File: src/rtl/pvbar_pkg.sv
package pvbar_pkg;
    typedef enum logic [1:0] {
        SZ_BYTE = 2'd0,
        SZ_HALF = 2'd1,
        SZ_WORD = 2'd2,
        SZ_BAD  = 2'd3
    } acc_size_e;

    localparam logic [31:0] COM_LIMIT = 32'h38;
    localparam logic [31:0] ISR_OFF   = 32'h38;
    localparam logic [31:0] DEV_BASE  = 32'h3C;
endpackage

File: src/rtl/pvbar_isr.sv
module pvbar_isr (
    input  logic       clk,
    input  logic       rst_n,
    input  logic       set_queue,
    input  logic       set_config,
    input  logic       rd_clear,
    output logic [7:0] status_o,
    output logic       irq_o
);
    logic [7:0] status_d, status_q;

    always_comb begin
        status_d = rd_clear ? 8'h00 : status_q;
        status_d = status_d | {6'b0, set_config, set_queue};
    end

    always_ff @(posedge clk) begin
        if (!rst_n) status_q <= 8'h00;
        else        status_q <= status_d;
    end

    assign status_o = status_q;
    assign irq_o    = (status_q != 8'h00);
endmodule

File: src/rtl/pvbar_devcfg.sv
module pvbar_devcfg #(
    parameter int BYTES = 16,
    parameter int RW    = $clog2(BYTES)
) (
    input  logic          clk,
    input  logic          rst_n,
    input  logic          wr_en,
    input  logic [RW-1:0] rel,
    input  logic [1:0]    size,
    input  logic [31:0]   wdata,
    output logic [31:0]   rdata
);
    import pvbar_pkg::*;

    logic [7:0]    mem_d [BYTES];
    logic [7:0]    mem_q [BYTES];
    logic [RW-1:0] base;
    int            nbytes;

    always_comb begin
        case (acc_size_e'(size))
            SZ_BYTE: begin base = rel;                  nbytes = 1; end
            SZ_HALF: begin base = rel & ~RW'(1);        nbytes = 2; end
            default: begin base = rel & ~RW'(3);        nbytes = 4; end
        endcase
    end

    always_comb begin
        rdata = '0;
        for (int k = 0; k < 4; k++) begin
            if (k < nbytes && (int'(base) + k) < BYTES)
                rdata[8*k +: 8] = mem_q[int'(base) + k];
        end
    end

    always_comb begin
        for (int i = 0; i < BYTES; i++) mem_d[i] = mem_q[i];
        if (wr_en) begin
            for (int k = 0; k < 4; k++) begin
                if (k < nbytes && (int'(base) + k) < BYTES)
                    mem_d[int'(base) + k] = wdata[8*k +: 8];
            end
        end
    end

    always_ff @(posedge clk) begin
        for (int i = 0; i < BYTES; i++) begin
            if (!rst_n) mem_q[i] <= 8'h00;
            else        mem_q[i] <= mem_d[i];
        end
    end
endmodule

File: src/rtl/pvbar_notify.sv
module pvbar_notify #(
    parameter int NUM_Q  = 4,
    parameter int STRIDE = 4,
    parameter int OW     = $clog2(NUM_Q*STRIDE) + 1,
    parameter int QW     = $clog2(NUM_Q)
) (
    input  logic          clk,
    input  logic          rst_n,
    input  logic          wr,
    input  logic [OW-1:0] off,
    output logic          pulse_o,
    output logic [QW-1:0] qid_o,
    output logic          err_o
);
    localparam int SH    = $clog2(STRIDE);
    localparam int LIMIT = NUM_Q * STRIDE;

    typedef struct packed {
        logic          pulse;
        logic          err;
        logic [QW-1:0] qid;
    } ntf_state_t;

    ntf_state_t st_d, st_q;
    logic       aligned, in_range;

    always_comb begin
        aligned  = ((off & OW'(STRIDE - 1)) == '0);
        in_range = (int'(off) < LIMIT);
        st_d       = '0;
        if (wr) begin
            if (aligned && in_range) begin
                st_d.pulse = 1'b1;
                st_d.qid   = QW'(off >> SH);
            end else begin
                st_d.err = 1'b1;
            end
        end
    end

    always_ff @(posedge clk) begin
        if (!rst_n) st_q <= '0;
        else        st_q <= st_d;
    end

    assign pulse_o = st_q.pulse;
    assign qid_o   = st_q.qid;
    assign err_o   = st_q.err;
endmodule

File: src/rtl/pvbar_decoder.sv
module pvbar_decoder #(
    parameter int CFG_AW    = 8,
    parameter int DEV_BYTES = 16,
    parameter int NUM_Q     = 4,
    parameter int STRIDE    = 4
) (
    input  logic                            clk,
    input  logic                            rst_n,
    input  logic                            cfg_req,
    input  logic                            cfg_we,
    input  logic [CFG_AW-1:0]               cfg_addr,
    input  logic [1:0]                      cfg_size,
    input  logic [31:0]                     cfg_wdata,
    output logic                            rsp_valid,
    output logic                            rsp_err,
    output logic [31:0]                     rsp_rdata,
    output logic                            com_req,
    output logic                            com_we,
    output logic [5:0]                      com_off,
    output logic [1:0]                      com_size,
    output logic [31:0]                     com_wdata,
    input  logic [31:0]                     com_rdata,
    output logic                            chg_valid,
    output logic [$clog2(DEV_BYTES)-1:0]    chg_off,
    input  logic                            evt_queue,
    input  logic                            evt_config,
    output logic                            irq,
    input  logic                            ntf_wr,
    input  logic [$clog2(NUM_Q*STRIDE):0]   ntf_off,
    output logic                            ntf_pulse,
    output logic [$clog2(NUM_Q)-1:0]        ntf_qid,
    output logic                            ntf_err
);
    import pvbar_pkg::*;

    localparam int          RW      = $clog2(DEV_BYTES);
    localparam int          OW      = $clog2(NUM_Q*STRIDE) + 1;
    localparam int          QW      = $clog2(NUM_Q);
    localparam logic [31:0] DEV_END = DEV_BASE + 32'(DEV_BYTES);

    typedef struct packed {
        logic          rsp_valid;
        logic          rsp_err;
        logic [31:0]   rsp_rdata;
        logic          chg_valid;
        logic [RW-1:0] chg_off;
    } dec_state_t;

    dec_state_t    st_d, st_q;
    logic [31:0]   addr_ext;
    logic          size_ok, hit_com, hit_isr, hit_dev;
    logic          isr_clr, dev_wr;
    logic [RW-1:0] dev_rel;
    logic [7:0]    isr_status;
    logic [31:0]   dev_rdata;

    always_comb begin
        addr_ext = {{(32-CFG_AW){1'b0}}, cfg_addr};
        size_ok  = (acc_size_e'(cfg_size) != SZ_BAD);
        hit_com  = cfg_req && size_ok && (addr_ext < COM_LIMIT);
        hit_isr  = cfg_req && size_ok && (addr_ext == ISR_OFF);
        hit_dev  = cfg_req && size_ok && (addr_ext >= DEV_BASE) && (addr_ext < DEV_END);
        dev_rel  = RW'(addr_ext - DEV_BASE);
        isr_clr  = hit_isr && !cfg_we;
        dev_wr   = hit_dev && cfg_we;

        st_d           = '0;
        st_d.rsp_valid = cfg_req;
        if (cfg_req) begin
            if (hit_com) begin
                st_d.rsp_rdata = cfg_we ? 32'h0 : com_rdata;
            end else if (isr_clr) begin
                st_d.rsp_rdata = {24'h0, isr_status};
            end else if (hit_dev) begin
                if (cfg_we) begin
                    st_d.chg_valid = 1'b1;
                    st_d.chg_off   = dev_rel;
                end else begin
                    st_d.rsp_rdata = dev_rdata;
                end
            end else begin
                st_d.rsp_err = 1'b1;
            end
        end
    end

    always_ff @(posedge clk) begin
        if (!rst_n) st_q <= '0;
        else        st_q <= st_d;
    end

    assign com_req   = hit_com;
    assign com_we    = cfg_we;
    assign com_off   = cfg_addr[5:0];
    assign com_size  = cfg_size;
    assign com_wdata = cfg_wdata;

    assign rsp_valid = st_q.rsp_valid;
    assign rsp_err   = st_q.rsp_err;
    assign rsp_rdata = st_q.rsp_rdata;
    assign chg_valid = st_q.chg_valid;
    assign chg_off   = st_q.chg_off;

    pvbar_isr u_isr (
        .clk        (clk),
        .rst_n      (rst_n),
        .set_queue  (evt_queue),
        .set_config (evt_config),
        .rd_clear   (isr_clr),
        .status_o   (isr_status),
        .irq_o      (irq)
    );

    pvbar_devcfg #(.BYTES(DEV_BYTES), .RW(RW)) u_dev (
        .clk   (clk),
        .rst_n (rst_n),
        .wr_en (dev_wr),
        .rel   (dev_rel),
        .size  (cfg_size),
        .wdata (cfg_wdata),
        .rdata (dev_rdata)
    );

    pvbar_notify #(.NUM_Q(NUM_Q), .STRIDE(STRIDE), .OW(OW), .QW(QW)) u_ntf (
        .clk     (clk),
        .rst_n   (rst_n),
        .wr      (ntf_wr),
        .off     (ntf_off),
        .pulse_o (ntf_pulse),
        .qid_o   (ntf_qid),
        .err_o   (ntf_err)
    );
endmodule

File: config.mk
export PLATFORM = sky130hd
export DESIGN_NAME = pvbar_decoder
export DESIGN_NICKNAME = d
export VERILOG_FILES = /design/src/rtl/pvbar_pkg.sv /design/src/rtl/pvbar_isr.sv /design/src/rtl/pvbar_devcfg.sv /design/src/rtl/pvbar_notify.sv /design/src/rtl/pvbar_decoder.sv
export SDC_FILE = /design/constraint.sdc
export NUM_CORES = 1
export LEC_CHECK = 0
export BUFFER_PORTS_ARGS = -buffer_cell sky130_fd_sc_hd__buf_4
export CORE_ASPECT_RATIO = 1.25
export CORE_MARGIN = 3
export CORE_UTILIZATION = 50
export CTS_BUF_LIST = sky130_fd_sc_hd__clkbuf_4
export CTS_CLUSTER_SIZE = 20
export DETAILED_ROUTE_END_ITERATION = 10
export PLACE_DENSITY_LB_ADDON = 0.08
export SYNTH_ARGS = -nofsm -noshare
export SYNTH_HDL_FRONTEND = slang
export SYNTH_SLANG_ARGS = --single-unit
File: constraint.sdc
create_clock -name clk -period 4.2 [get_ports clk]
set_input_delay 0.84 -clock clk [delete_from_list [all_inputs] [get_ports clk]]
set_output_delay 0.84 -clock clk [all_outputs]
set_load 0.005 [all_outputs]
---- Word-level counts from Yosys, hierarchy flattened ----
Memories as Yosys holds them, arrays and structs flattened.
Cells that the tools add are included.
cells by class
  equal/unequal tests ..................... 3
  bitwise gates (word level) .............. 25
  reduce and logical (&&, ||, !) cells .... 26
  magnitude comparators ................... 20
  muxes and demuxes ....................... 54
  add/sub/neg operators ................... 4
operators by type and width
  kind                 number
  $mux 128             8
  $bwmux 128           4
  $mux 8               25
  $demux 8 s4          4
  $ge 32x5->1 const B  4
  $lt 32x1->1 const B  4
  $mux 32              4
  $lt 32x6->1 const B  3
  $not 32->32          3
  $mux 37              1
  $not 4->32           1
  $logic_and 1x1->1    16
  $or 1x1->1           16
  $add 4x2->5 const B  2
  $eq 8x6->1 const B   1
  $ge 8x6->1 const B   1
  $lt 8x6->1 const B   1
  $lt 8x7->1 const B   1
  $or 8x2->8           1
  $reduce_bool 8->1    1
  $lt 1x3->1 const A   2
  $lt 2x3->1 const A   2
  $pmux 3 s2           1
  $reduce_or 6->1      1
  17 further kinds     25
storage, ports and cells
  output and inout port bits .............. 86
  memories ................................ 1
  word-level logic and storage cells ...... 142
  input port bits ......................... 86
  bits in writable memories ............... 128
  register bits after elaboration ......... 51
memories
  name         depth  bits a word  read ports  clocked after memory_dff  wr ports  line                source
  u_dev.mem_q  16     8            20          0                         16        pvbar_devcfg.sv:16  logic [7:0] mem_q [BYTES];

---- Logic depth before layout (Yosys ltp) ----
  depth in word-level cells ............... 20
  depth in mapped cells ................... 16
  mapped depth without buffers ............ 10

---- By module ----
Synthesis repeated with hierarchy kept, for this count alone.
second synthesis, totals
  cells, all modules ...................... 1767
  area total of the unflattened synthesis .. 15811.4 µm²
modules (own cells, without submodules)
  module         cells an instance  area each (µm²)  seq. area each (µm²)  instances
  pvbar_devcfg   1547               13663.1          2562.5                1
  pvbar_decoder  194                1895.6           780.7                 1
  pvbar_notify   12                 130.1            80.1                  1
  pvbar_isr      14                 122.6            40.0                  1

---- Least setup slack after synthesis ----
OpenSTA, ideal clock, no wires.
  path type ............................... input to register
  from .................................... input port cfg_size[1]
  to ...................................... register st_q (netlist bit rsp_rdata[25])
  path slack .............................. -0.134 ns
  arrival time ............................ 4.276 ns
  required time ........................... 4.142 ns
  stages .................................. 14
  buffers on the path ..................... 5
  path through ............................ buf_2 or2_2 ha_1 buf_2 nor3b_2 inv_1 clkbuf_1 ha_1 buf_2 xor2_1 buf_6 mux4_2 nor3_1 a211o_1
between the ends
  word-level cells in the longest chain between the ends .. 10
  elaborated cells on any way between the ends .. 21
ends and longest elaborated chain
  item                                                  line                 source
  start: declaration                                    pvbar_decoder.sv:12  input logic [1:0] cfg_size,
  $eq 2x1->1 / $logic_not 2->1 (equally long branches)  pvbar_devcfg.sv:21   case (acc_size_e'(size))
  $pmux 2 s2                                            pvbar_devcfg.sv:21
  $add 4x2->5                                           pvbar_devcfg.sv:31   if (k < nbytes && (int'(base) + k) < BYTES)
  $lt 32x6->1                                           pvbar_devcfg.sv:31
  $logic_and 1x1->1                                     pvbar_devcfg.sv:31
  $mux 8                                                pvbar_devcfg.sv:31
  $mux 32                                               pvbar_decoder.sv:75  if (cfg_we) begin
  $mux 37                                               pvbar_decoder.sv:74  end else if (hit_dev) begin
  $mux 32                                               pvbar_decoder.sv:72  end else if (isr_clr) begin
  $mux 32 *                                             pvbar_decoder.sv:70  if (hit_com) begin
  end signal: assignment                                pvbar_decoder.sv:89  else st_q <= st_d;
  end: declaration                                      pvbar_decoder.sv:49  dec_state_t st_d, st_q;
Every way passes the cells marked *; elsewhere a longest branch is shown, timed or not.
A chain may end at the register's enable or synchronous reset.

---- Worst setup path after layout ----
  from .................................... input port cfg_size[0]
  to ...................................... register st_q (netlist bit rsp_rdata[23])
Same word-level chain as after synthesis.

==> flow_metrics.env <==
export IMPL_antenna_found_initial=2
export IMPL_post_drt_via_cell_ratio=7.64
export IMPL_core_area_um2=32100
export IMPL_synth_top_area_share=0.211
export IMPL_synth_edf_count=0
export IMPL_cp_arrival_ns=4.03
export IMPL_tns_ns=0
export IMPL_area_delta_synth_final_pct=12.3
export IMPL_r2r_slack_ns=2.24
export IMPL_drc=0
export IMPL_synth_area_leader_cell="dfxtp_1"
export IMPL_vdd_drop_max_v=0.000158
export IMPL_ys_types=71
export IMPL_postCtsSetupBuffers=0
export IMPL_drtIter0Drc=3098
export IMPL_leakage_nw=6.98
export IMPL_ys_ff_latch=173
export IMPL_wl_per_cell_um=35.2
export IMPL_syn_num_nets=2063
export IMPL_root_buffer="clkbuf_4"
export IMPL_numCtsBuffers=17
export IMPL_drive_gt1_frac=0.232
export IMPL_critPathLaunch="cfg_size[0]"
export IMPL_cts_sinks=173
export IMPL_critPathSlowestCell="nor3_1"
export IMPL_detail_route_first_pass_iterations=7
export IMPL_cts_tree="built"
export IMPL_gp_congestion=1.07
export IMPL_path_common_cell="ha_1"
export IMPL_num_vias=18800
export IMPL_initial_utilization=0.512
export IMPL_seq_area_frac_synth=0.211
export IMPL_cpPeakStageDelay_ns=1.11
export IMPL_synth_most_common_cell="a211oi_1"
export IMPL_num_io_pins=172
export IMPL_grt_usage=0.472
export IMPL_dieArea_um2=35000
export IMPL_final_antenna_net_count=0
export IMPL_critPathLaunchType="input port"
export IMPL_drv_cap=0
export IMPL_relSlewSlack=0.0599
export IMPL_die_h_um=208
export IMPL_grt_pass1_vias=17400
export IMPL_postCtsResizedCells=0
export IMPL_place_hpwl_um=62000
export IMPL_crit_required_ns=4.76
export IMPL_grt_remaining_overflow=0
export IMPL_nNetsFinal=2135
export IMPL_setup_ws_ns=0.732
export IMPL_synth_common_cells="a211oi_1, nand2_1, mux2i_1"
export IMPL_synthArstFlopShare=0
export IMPL_cts_buffer_depth=2
export IMPL_synth_area_um2=16400
export IMPL_grt_pass1_wl_um=123000
export IMPL_path_max_fanout=16
export IMPL_yosysWarnings=0
export IMPL_crit_type="input port to flip-flop"
export IMPL_clkTransAtPathRegs_ns=0.16
export IMPL_cp_end_kind="flip-flop"
export IMPL_skew_ns=0.0279
export IMPL_outcome="completed"
export IMPL_htreeDepth=4
export IMPL_fin_crit_sh=0.826
export IMPL_place_ws_ns=0.131
export IMPL_die_w_um=168
export IMPL_finalWirelength_um=86700
export IMPL_path_cells="buf_4 > or2_2 > ha_1 > nor3b_2 > buf_12 > ha_1 > xnor2_1 > nor3_1 > a32oi_1 > nand4_1 > o21ai_1"
export IMPL_postSynthCellCount=1963
export IMPL_max_freq_mhz=288
export IMPL_rows=73
export IMPL_grt_max_degree=114
export IMPL_worstHoldPathType="input port to flip-flop"
export IMPL_tightest_slew_ns=1.40
export IMPL_r2r_start="u_dev.mem_q[3][5]"
export IMPL_finalHoldViolCount=0
export IMPL_min_from="com_rdata[26]"
export IMPL_holdBufCountCts=0
export IMPL_setup_violations=0
export IMPL_maxSlewViolCount=0
export IMPL_p_per_area_nw_per_um2=205
export IMPL_numPortBuffers=171
export IMPL_synth_main_ff_cell="dfxtp_1"
export IMPL_rsz0062_at_grt="false"
export IMPL_period_needed_ns=3.47
export IMPL_syn_avg_cell_area_um2=8.35
export IMPL_clock_latency_ns=0.69
export IMPL_synth_area_leaders="dfxtp_1, a211oi_1, mux2i_1, mux4_2, nand2_1"
-- cells by family (layout without fill, tap and decap cells) --
family	Yosys count	count (layout)	share of synthesized area
muxes	298	298	0.226
and+or+nand+nor	563	563	0.159
AOI/OAI and AO/OA	628	628	0.305
xor gates and xnor gates	4	4	0.00259
adders and majority gates	14	14	0.0107
DFF	173	173	0.211
other	0	1	0
buffers and inverters	283	368	0.0856
-- state kept, by name, indices dropped and copies added (netlist names) --
register and cells:
chg_off 4, chg_valid 1, rsp_err 1, rsp_rdata 32, rsp_valid 1, u_dev.mem_q 128, u_isr.status_o 2, u_ntf.err_o 1
u_ntf.pulse_o 1, u_ntf.qid_o 2
-- cells in the final DEF, fill, tap and decap left out, types with 17 or more instances in the layout --
cell	n
a211o_1	17
a211oi_1	304
a32oi_1	32
buf_4	300
clkbuf_4	18
dfxtp_1	173
inv_1	21
mux2_2	34
mux2i_1	210
mux4_2	54
nand2_1	277
nand2b_1	31
nor2_1	127
nor3_1	42
o211ai_1	29
o32ai_1	112
-- final cells by class --
| type | instances | area [um^2] |
|---|---|---|
| timing repair buffer | 313 | 2510 |
| tap | 412 | 515 |
| multi-input combinational | 1507 | 11600 |
| fill | 3003 | 13600 |
| clock buffer | 18 | 135 |
| sequential | 173 | 3460 |
| inverter | 23 | 88.8 |
| clock inverter | 14 | 95.1 |
| antenna | 1 | 2.50 |
-- final timing paths --
kind,to,cells after the start
max,rsp_rdata[23],11
min,rsp_rdata[26],2
min reg2reg,u_dev.mem_q[1][2],2
max reg2reg,rsp_rdata[5],4
-- metrics by stage --
| step | instance area (um^2) | hold slack [ns] | cells | util | total power [mW] |
|---|---|---|---|---|---|
| 6_report | 18400 | 0.349 | 2461 | 0.574 | 3.78 |
| 5_1_grt | 18400 | 0.346 | 2461 | 0.574 | 3.86 |
| 4_1_cts | 18400 | 0.324 | 2460 | 0.574 | 3.72 |
| 3_5_place_dp | 18200 | 0.496 | 2428 | 0.567 | 2.81 |
| 3_3_place_gp | 18200 | 0.489 | 2428 | 0.567 | 2.79 |
| 2_1_floorplan | 16400 | 0.452 | 1963 | - | 2.37 |
-- per-layer routing --
layer | global-route usage | up-vias | share of wire
met5 | 0 | - | 0.00013
met4 | 0.393 | 2 | 0.11
met3 | 0.146 | 479 | 0.14
met2 | 0.658 | 1674 | 0.40
met1 | 0.589 | 8885 | 0.35
li1 | - | 7762 | -
-- report_power, final --
group / leakage [nW] / total (mW) / switching, mW / internal [mW]
sequential: 1.40 / 1.68 / 0.0259 / 1.66
combinational: 5.46 / 1.15 / 0.755 / 0.391
clock: 0.119 / 0.950 / 0.712 / 0.238
total: 6.98 / 3.78 / 1.49 / 2.29
-- worst max-delay path, delay by kind of cell --
family	cells	cell delay [ns]
AO/OA/AOI/OAI	2	0.30
XOR/XNOR	1	0.19
adder cells (fa/ha/maj)	2	0.49
buffers and inverters	2	0.31
AND/OR/NAND/NOR	4	1.90
No activity file was read; power rests on OpenSTA's default activity.
